==> config.mk <==
export PLATFORM = sky130hd
export DESIGN_NAME = spi_id_responder
export DESIGN_NICKNAME = d
export VERILOG_FILES = /design/src/rtl/spi_id_pkg.sv /design/src/rtl/spi_id_edge.sv /design/src/rtl/spi_id_cmd.sv /design/src/rtl/spi_id_reply.sv /design/src/rtl/spi_id_responder.sv
export SDC_FILE = /design/constraint.sdc
export NUM_CORES = 1
export LEC_CHECK = 0
export ABC_AREA = 0
export BUFFER_PORTS_ARGS = -buffer_cell sky130_fd_sc_hd__buf_2
export CORE_UTILIZATION = 45
export CTS_BUF_LIST = sky130_fd_sc_hd__clkbuf_4 sky130_fd_sc_hd__clkbuf_8 sky130_fd_sc_hd__clkbuf_16
export CTS_CLUSTER_DIAMETER = 80
export DETAILED_ROUTE_END_ITERATION = 8
export RECOVER_POWER = 100
export SYNTH_ARGS = -nofsm -noshare
export SYNTH_HDL_FRONTEND = slang
export SYNTH_HIERARCHICAL = 1
export SYNTH_SLANG_ARGS = --single-unit
==> constraint.sdc <==
create_clock -name clk -period 3 [get_ports clk]
set_clock_uncertainty 0.1 [all_clocks]
set_input_delay 0.45 -clock clk [delete_from_list [all_inputs] [get_ports clk]]
set_output_delay 0.45 -clock clk [all_outputs]
set_load 0.1 [all_outputs]
==> src/rtl/spi_id_pkg.sv <==
package spi_id_pkg;

  typedef enum logic [1:0] {
    BUS_X1  = 2'd0,
    BUS_X2  = 2'd1,
    BUS_X4  = 2'd2,
    BUS_X1B = 2'd3
  } bus_mode_e;

  function automatic logic [2:0] lane_count(input bus_mode_e m);
    case (m)
      BUS_X2:  return 3'd2;
      BUS_X4:  return 3'd4;
      default: return 3'd1;
    endcase
  endfunction

  function automatic logic [3:0] lane_mask(input bus_mode_e m);
    case (m)
      BUS_X2:  return 4'b0011;
      BUS_X4:  return 4'b1111;
      default: return 4'b0010;
    endcase
  endfunction

  function automatic logic is_single(input bus_mode_e m);
    return (m == BUS_X1) || (m == BUS_X1B);
  endfunction

endpackage

==> src/rtl/spi_id_edge.sv <==
module spi_id_edge (
  input  logic clk,
  input  logic rst,
  input  logic sck,
  output logic rise,
  output logic fall
);
  logic sck_q;

  always_ff @(posedge clk) begin
    if (rst) sck_q <= 1'b0;
    else     sck_q <= sck;
  end

  assign rise = sck & ~sck_q;
  assign fall = ~sck & sck_q;
endmodule

==> src/rtl/spi_id_cmd.sv <==
module spi_id_cmd
  import spi_id_pkg::*;
#(
  parameter int          CMD_W    = 8,
  parameter logic [7:0]  CODE_X1A = 8'h9E,
  parameter logic [7:0]  CODE_X1B = 8'h9F,
  parameter logic [7:0]  CODE_MIO = 8'hAF
) (
  input  logic      clk,
  input  logic      rst,
  input  logic      sel,
  input  logic      rise,
  input  bus_mode_e mode,
  input  logic [3:0] dq_in,
  output logic      cmd_done,
  output logic      cmd_hit
);
  localparam int CNT_W = $clog2(CMD_W + 1);
  localparam logic [CNT_W-1:0] BEATS_X1 = CNT_W'(CMD_W);
  localparam logic [CNT_W-1:0] BEATS_X2 = CNT_W'(CMD_W / 2);
  localparam logic [CNT_W-1:0] BEATS_X4 = CNT_W'(CMD_W / 4);

  logic [CMD_W-1:0] sr_q, sr_nx;
  logic [CNT_W-1:0] cnt_q, cnt_nx, beats;
  logic             hit_nx;

  always_comb begin
    case (mode)
      BUS_X2: begin
        sr_nx = {sr_q[CMD_W-3:0], dq_in[1:0]};
        beats = BEATS_X2;
      end
      BUS_X4: begin
        sr_nx = {sr_q[CMD_W-5:0], dq_in[3:0]};
        beats = BEATS_X4;
      end
      default: begin
        sr_nx = {sr_q[CMD_W-2:0], dq_in[0]};
        beats = BEATS_X1;
      end
    endcase
    cnt_nx = cnt_q + CNT_W'(1);
    if (is_single(mode)) hit_nx = (sr_nx == CODE_X1A) || (sr_nx == CODE_X1B);
    else                 hit_nx = (sr_nx == CODE_MIO);
  end

  always_ff @(posedge clk) begin
    if (rst || !sel) begin
      sr_q     <= '0;
      cnt_q    <= '0;
      cmd_done <= 1'b0;
      cmd_hit  <= 1'b0;
    end else if (rise && !cmd_done) begin
      sr_q  <= sr_nx;
      cnt_q <= cnt_nx;
      if (cnt_nx == beats) begin
        cmd_done <= 1'b1;
        cmd_hit  <= hit_nx;
      end
    end
  end

  AST_CNT_LIMIT: assert property (@(posedge clk) disable iff (rst)
    cnt_q <= BEATS_X1);
  AST_DECODE_HOLD: assert property (@(posedge clk) disable iff (rst)
    (cmd_done && sel) |=> (cmd_done && $stable(cmd_hit)));
endmodule

==> src/rtl/spi_id_reply.sv <==
module spi_id_reply
  import spi_id_pkg::*;
#(
  parameter int                      DEV_BYTES = 2,
  parameter int                      UID_BYTES = 17,
  parameter logic [7:0]              MFR_ID    = 8'h20,
  parameter logic [8*DEV_BYTES-1:0]  DEV_ID    = 16'hBA19,
  parameter logic [8*UID_BYTES-1:0]  UID_DATA  = 136'h101112131415161718191A1B1C1D1E1F20
) (
  input  logic       clk,
  input  logic       rst,
  input  logic       sel,
  input  logic       fall,
  input  logic       go,
  input  bus_mode_e  mode,
  output logic [3:0] dq_out,
  output logic [3:0] dq_oe
);
  localparam int LEN_X1  = 1 + DEV_BYTES + UID_BYTES;
  localparam int LEN_MIO = 1 + DEV_BYTES;
  localparam int IDX_W   = $clog2(LEN_X1 + 1);
  localparam int ALL_W   = 8 * LEN_X1;
  localparam logic [ALL_W-1:0] ID_ALL = {MFR_ID, DEV_ID, UID_DATA};

  logic [IDX_W-1:0] idx_q, len;
  logic [2:0]       bit_q, step;
  logic [3:0]       bit_nx, lanes_nx;
  logic             fin_q;
  logic [ALL_W-1:0] id_sh;
  logic [7:0]       cur_byte, byte_sh;

  always_comb begin
    len      = is_single(mode) ? IDX_W'(LEN_X1) : IDX_W'(LEN_MIO);
    step     = lane_count(mode);
    id_sh    = ID_ALL << {idx_q, 3'b000};
    cur_byte = id_sh[ALL_W-1 -: 8];
    byte_sh  = cur_byte << bit_q;
    bit_nx   = {1'b0, bit_q} + {1'b0, step};
    case (mode)
      BUS_X2:  lanes_nx = {2'b00, byte_sh[7:6]};
      BUS_X4:  lanes_nx = byte_sh[7:4];
      default: lanes_nx = {2'b00, byte_sh[7], 1'b0};
    endcase
  end

  always_ff @(posedge clk) begin
    if (rst || !sel) begin
      idx_q  <= '0;
      bit_q  <= '0;
      fin_q  <= 1'b0;
      dq_out <= '0;
      dq_oe  <= '0;
    end else if (fall && go && !fin_q) begin
      if (idx_q < len) begin
        dq_out <= lanes_nx;
        dq_oe  <= lane_mask(mode);
        if (bit_nx == 4'd8) begin
          bit_q <= '0;
          idx_q <= idx_q + IDX_W'(1);
        end else begin
          bit_q <= bit_nx[2:0];
        end
      end else begin
        dq_out <= '0;
        dq_oe  <= '0;
        fin_q  <= 1'b1;
      end
    end
  end

  AST_OUT_HOLD: assert property (@(posedge clk) disable iff (rst)
    (sel && !fall) |=> ($stable(dq_out) && $stable(dq_oe)));
  AST_LANES_X1: assert property (@(posedge clk) disable iff (rst)
    is_single(mode) |-> (dq_oe == 4'b0000 || dq_oe == 4'b0010));
  AST_LANES_X2: assert property (@(posedge clk) disable iff (rst)
    (mode == BUS_X2) |-> (dq_oe == 4'b0000 || dq_oe == 4'b0011));
  AST_LANES_X4: assert property (@(posedge clk) disable iff (rst)
    (mode == BUS_X4) |-> (dq_oe == 4'b0000 || dq_oe == 4'b1111));
  AST_IDX_RANGE: assert property (@(posedge clk) disable iff (rst)
    idx_q <= len);
endmodule

==> src/rtl/spi_id_responder.sv <==
module spi_id_responder
  import spi_id_pkg::*;
#(
  parameter int                      DEV_BYTES = 2,
  parameter int                      UID_BYTES = 17,
  parameter logic [7:0]              MFR_ID    = 8'h20,
  parameter logic [8*DEV_BYTES-1:0]  DEV_ID    = 16'hBA19,
  parameter logic [8*UID_BYTES-1:0]  UID_DATA  = 136'h101112131415161718191A1B1C1D1E1F20,
  parameter logic [7:0]              CODE_X1A  = 8'h9E,
  parameter logic [7:0]              CODE_X1B  = 8'h9F,
  parameter logic [7:0]              CODE_MIO  = 8'hAF
) (
  input  logic       clk,
  input  logic       rst,
  input  logic       sck,
  input  logic       cs_n,
  input  logic [1:0] mode,
  input  logic [3:0] dq_in,
  output logic [3:0] dq_out,
  output logic [3:0] dq_oe
);
  bus_mode_e mode_q;
  logic      sel, rise, fall, cmd_done, cmd_hit;

  assign sel = ~cs_n;

  always_ff @(posedge clk) begin
    if (rst)       mode_q <= BUS_X1;
    else if (cs_n) mode_q <= bus_mode_e'(mode);
  end

  spi_id_edge edge_i (
    .clk (clk),
    .rst (rst),
    .sck (sck),
    .rise(rise),
    .fall(fall)
  );

  spi_id_cmd #(
    .CMD_W   (8),
    .CODE_X1A(CODE_X1A),
    .CODE_X1B(CODE_X1B),
    .CODE_MIO(CODE_MIO)
  ) cmd_i (
    .clk     (clk),
    .rst     (rst),
    .sel     (sel),
    .rise    (rise),
    .mode    (mode_q),
    .dq_in   (dq_in),
    .cmd_done(cmd_done),
    .cmd_hit (cmd_hit)
  );

  spi_id_reply #(
    .DEV_BYTES(DEV_BYTES),
    .UID_BYTES(UID_BYTES),
    .MFR_ID   (MFR_ID),
    .DEV_ID   (DEV_ID),
    .UID_DATA (UID_DATA)
  ) reply_i (
    .clk   (clk),
    .rst   (rst),
    .sel   (sel),
    .fall  (fall),
    .go    (cmd_done & cmd_hit),
    .mode  (mode_q),
    .dq_out(dq_out),
    .dq_oe (dq_oe)
  );

  AST_DESEL_RELEASE: assert property (@(posedge clk) disable iff (rst)
    cs_n |=> (dq_oe == 4'b0000));
  AST_MODE_HOLD: assert property (@(posedge clk) disable iff (rst)
    !cs_n |=> $stable(mode_q));
  AST_CMD_QUIET: assert property (@(posedge clk) disable iff (rst)
    !cmd_done |-> (dq_oe == 4'b0000));
  AST_MISS_QUIET: assert property (@(posedge clk) disable iff (rst)
    (cmd_done && !cmd_hit) |-> (dq_oe == 4'b0000));
endmodule

-- Word level (Yosys, flattened, before mapping)
Cells that the tools add are included.
- output and inout bits: 8
- word-level logic and storage cells: 54
- register bits: 33
- bits of input ports: 10
- reductions and logical operators: 13
- mux-type cells: 10
- bitwise operators: 6
- equal/unequal tests: 8
- order comparisons: 1
- add/sub/neg operators: 3
- shift-type cells: 2
- operators by type and width (operator ; count):
    158-bit by 8-bit left shift with 160-bit output, first input constant ; 1
    8-bit == test, second input constant ; 3
    4-bit case mux with 2 select lines ; 3
    8-bit case mux with 2 select lines ; 1
    4-bit 2-to-1 mux ; 2
    8-bit by 3-bit left shift with 8-bit output ; 1
    3-bit case mux with 2 select lines ; 1
    2-bit AND reduction ; 3
    5-bit by 1-bit adder with 5-bit output, second input constant ; 1
    5-bit less-than comparator ; 1
    5-bit 2-to-1 mux ; 1
    3-bit by 3-bit adder with 4-bit output ; 1
    4-bit by 1-bit adder with 4-bit output, second input constant ; 1
    2-bit == test, second input constant ; 2
    4-bit == test ; 1
    4-bit == test, second input constant ; 1
    1-bit bitwise AND ; 3
    1-bit logical AND ; 3
    1-bit logical OR ; 3
    3-bit 2-to-1 mux ; 1
    1-bit inverter ; 3
    3-bit AND reduction ; 1
    2-bit by 1-bit == test with 1-bit output, second input constant ; 1
    1-bit logical NOT ; 2
    2 further kinds ; 2

-- Logic depth before layout (Yosys ltp)
- depth in word-level cells: 6
- mapped depth: 11
- mapped depth without buffers: 10

-- By module
Netlist, hierarchy kept.
- modules (own cells, without submodules) (module ; area an instance (sq um) ; cells an instance ; times used ; seq. area each (sq um)):
    spi_id_reply ; 1383.8 ; 166 ; 1 ; 320.3
    spi_id_cmd ; 767.0 ; 95 ; 1 ; 260.2
    spi_id_responder ; 77.6 ; 8 ; 1 ; 40.0
    spi_id_edge ; 38.8 ; 4 ; 1 ; 20.0

-- Least setup slack after synthesis
No wires, ideal clock.
- kind: register -> register
- from: register mode_q[0]
- to: register reply_i.idx_q[2]
- path slack: 0.424 ns
- cell stages (with the launch flop): 9
- path buffers: 0
- library setup time: 0.128 ns
- required time: 2.772 ns
- period minus slack after synthesis: 2.576 ns
- data arrival time: 2.348 ns
- path through: dfxtp_1 > inv_1 > ha_1 > ha_1 > fa_1 > nor4_1 > nand2_1 > mux2i_1 > nor2_1
- word-level cells in the longest chain between the ends: 5
- elaborated cells on any way between the ends: 11
- those cells by class: add/sub (1); order compare (1); eq/ne (4); mux (2); reduce/logical (3)
- RTL lines (item ; RTL line ; text):
    from (decl) ; spi_id_responder.sv:22 ; bus_mode_e mode_q;
    from (signal assigned) ; spi_id_responder.sv:29 ; else if (cs_n) mode_q <= bus_mode_e'(mode);
    2-bit == test, or another cell as far along ; spi_id_pkg.sv:11 ; case (m)
    3-bit case mux with 2 select lines or 1-bit logical OR (tied branches) ; spi_id_pkg.sv:11, spi_id_pkg.sv:27 ;
    3-bit by 3-bit adder with 4-bit output or 5-bit 2-to-1 mux (tied branches) ; spi_id_reply.sv:38, spi_id_reply.sv:33 ;
    4-bit == test or 5-bit less-than comparator (tied branches) ; spi_id_reply.sv:57, spi_id_reply.sv:54 ;
    3-bit AND reduction (no source line) * ; - ;
    to (signal assigned) ; spi_id_reply.sv:59 ; idx_q <= idx_q + IDX_W'(1);
    to (decl) ; spi_id_reply.sv:25 ; logic [IDX_W-1:0] idx_q, len;
Every way passes the cells marked *; elsewhere a longest branch is shown, timed or not.
A chain may end at the register's enable or synchronous reset.

-- Final worst setup path
- from: register mode_q[0]
- to: register reply_i.idx_q[0]
Same word-level chain as after synthesis.

==> flow_metrics.tcl <==
set metrics [dict create \
    regArea_sq_um 640.6 \
    syn2layout_area_growth_pct 10.49 \
    dp_hpwl_mm 3.597 \
    max_stage_delay_ps 420 \
    final_nets 320 \
    fmaxAchievable_mhz 370.1 \
    maxCapViolations 0 \
    fin_crit_ps 2702 \
    p_leak_nw 0.9578 \
    reg2reg_slack_ps 300 \
    synth-main-ff-cell "dfxtp_1" \
    wl_per_cell_um 13.45 \
    netlist_area_sq_mm 0.002267 \
    path_clk_slew_ps 70 \
    drive_above_1_share 0.1073 \
    worst_slew_pin_slew_ps 1170 \
    cts_root_buf "clkbuf_8" \
    synth_area_leaders "dfxtp_1 (28%), ha_1 (12%), nor2_1 (4.3%), nand2_1 (4.1%), a21oi_1 (4.0%)" \
    numCtsBuffers 5 \
    antenna_left 0 \
    required_ps 3050 \
    row_count 25 \
    multi_input_area_sq_mm 0.001494 \
    nFillCells 469 \
    hold_class "in -> reg" \
    synth_edf_count 0 \
    slowest_stage "ha_1" \
    clk_path_buf_depth 2 \
    rsz0062_at_grt "no" \
    worstPathMaxFanout 8 \
    holdBufCountCts 0 \
    io_buffers 17 \
    ys_top_cells_by_count "dfxtp_1 (32), nor2_1 (26), nand2_1 (25)" \
    status "finished, final reports clean" \
    globalplace.congestion 0.7848 \
    setup_viol 0 \
    r2r_start "mode_q[0]" \
    drt-initial-drc-count 132 \
    syn-num-nets 305 \
    coreArea_sq_mm 0.004786 \
    ys_seq_area_frac 0.2826 \
    antenna_found_initial 0 \
    grt_util_all_layers 0.1990 \
    synth_top_area_frac 0.2826 \
    power_mw 0.9777 \
    synth_most_common_cell "dfxtp_1" \
    drcViolationCount 0 \
    die_h_um 72.98 \
    synth_cell_types 59 \
    synth_seq_cells 32 \
    path_class "reg -> reg" \
    slew_violations 0 \
    htree_levels 2 \
    reg2regPathDepth 11 \
    power.density_mw_per_mm2 390.3 \
    synthCells 273 \
    min_path_cells 2 \
    initial_utilization 0.4737 \
    place_area_sq_mm 0.002404 \
    yosysTopAreaCell "dfxtp_1" \
    postSynthAreaPerCell_sq_um 8.305 \
    cts_tree "built" \
    cp-end-kind "flip-flop" \
    grt_pass1_vias 1660 \
    fin_area_sq_mm 0.002505 \
    vdd_ir_drop_max_mv 0.2492 \
    viasPerCell 5.404 \
    routed_wl_mm 4.788 \
    cts_sinks 32 \
    r2r-end "reply_i/idx_q[0]" \
    slew_headroom 0.2236 \
    die_area_sq_mm 0.005326 \
    worst_hold_slack_ps 294.5 \
    num_io_pins 18 \
    vias 1924 \
    async_flop_share 0 \
    yosysWarnings 6 \
    grt_pass1_wl_mm 8.052 \
    grt_max_degree 18 \
    clk_latency_ps 280 \
    finalSetupTns_ps 0 \
    critPathLaunchType "flip-flop" \
    finalCritPeriodShare 0.9007 \
    grt-ovfl-total 0 \
    hold_violations 0 \
    diodes 0 \
    critical_path_arrival_ps 2750 \
    cp_cell_sequence "inv_1 > ha_1 > inv_1 > ha_1 > o31ai_1 > a21oi_1 > nor3_1 > buf_4 > nand2_1 > xnor2_1 > nor2_1" \
    whs_endpoint "edge_i/sck_q" \
    dr.pass1.iters 5 \
    die_w_um 72.98 \
    final_util 0.5234 \
    hold_start "rst" \
]
==> power breakdown <==
| group | internal [mW] | leakage, nW | switching, mW |
|---|---|---|---|
| clock | 0.293 | 0.0645 | 0.159 |
| combinational | 0.0346 | 0.635 | 0.0584 |
| sequential | 0.430 | 0.259 | 0.00360 |
==> state kept, by name, indices dropped and copies added (netlist names) <==
name            cells
cmd_i/sr_q          7
reply_i/idx_q       5
cmd_i/cnt_q         4
reply_i/dq_out      4
reply_i/bit_q       3
reply_i/dq_oe       3
mode_q              2
cmd_i/cmd_done      1
cmd_i/cmd_hit       1
edge_i/sck_q        1
reply_i/fin_q       1
==> kinds of logic after synthesis <==
| group | synth area share |
|---|---|
| AO/OA/AOI/OAI | 0.1992 |
| XOR/XNOR | 0.04857 |
| adder cells (fa/ha/maj) | 0.1247 |
| buffers and inverters | 0.05739 |
| flip-flops | 0.2826 |
| multiplexers | 0.03532 |
| AND/OR/NAND/NOR | 0.2522 |
==> critical path: cells and delay by family (launching register included) <==
kind	cells	cell delay (ps)
adder cells (fa/ha/maj)	2	710
AO/OA/AOI/OAI	2	290
buffers and inverters	3	450
XOR/XNOR	1	180
AND/OR/NAND/NOR	3	510
flip-flops	1	320
==> how the worst max path moves through the flow <==
stage | depth (start not counted) | end | startpoint
final | 11 | reply_i/idx_q[0] | mode_q[0]
after global routing | 10 | reply_i/dq_out[0] | mode_q[0]
after CTS | 10 | reply_i/dq_out[2] | mode_q[0]
after detailed placement | 10 | reply_i/dq_out[2] | mode_q[0]
after global placement | 8 | reply_i/idx_q[2] | mode_q[0]
after floorplan | 8 | reply_i/idx_q[2] | mode_q[0]
==> metrics by stage <==
step                      std cells  worst slack (ps)
final                           356             297.8
after global routing            356             29.31
after CTS                       356             279.2
after detailed placement        348             304.4
after global placement          348             271.0
after floorplan                 273             424.5
==> timing repair <==
item / CTS / global route
resized for setup: 0 / 1
setup buffers: 0 / 0
setup endpoints to repair: 0 / 2
==> routing by layer <==
layer	part of all wire	global-route usage
met3	0.042	0.04144
met5	0	0
met4	0.0084	0.06536
met1	0.55	0.3124
met2	0.40	0.2623
==> final cells by class <==
cell class	count	share of cell area
clock buffer	7	0.03846
clock inverter	1	0.01199
inverter	14	0.02098
multi-input combinational	212	0.5964
sequential	32	0.2557
tap	67	0.03347
timing repair buffer	23	0.04296
==> placed cells by master, fill, tap and decap left out, types with 3 or more instances in the layout <==
cell | synthesis | final
a21oi_1 | 18 | 19
a221oi_1 | 3 | 3
a22oi_1 | 4 | 4
a32o_1 | 3 | 3
and2_1 | 3 | 3
buf_2 | 2 | 8
buf_4 | 3 | 3
clkbuf_1 | 9 | 12
clkbuf_8 | 0 | 7
dfxtp_1 | 32 | 32
ha_1 | 21 | 21
inv_1 | 14 | 14
mux2i_1 | 8 | 8
nand2_1 | 25 | 25
nand2b_1 | 4 | 4
nand3_1 | 6 | 7
nor2_1 | 26 | 26
nor2b_1 | 9 | 9
nor3_1 | 9 | 9
nor4_1 | 3 | 3
nor4b_2 | 3 | 4
o21ai_0 | 10 | 12
or3_1 | 3 | 3
xnor2_1 | 3 | 3
xor2_1 | 7 | 7
Power figures use the tool's default switching activity.
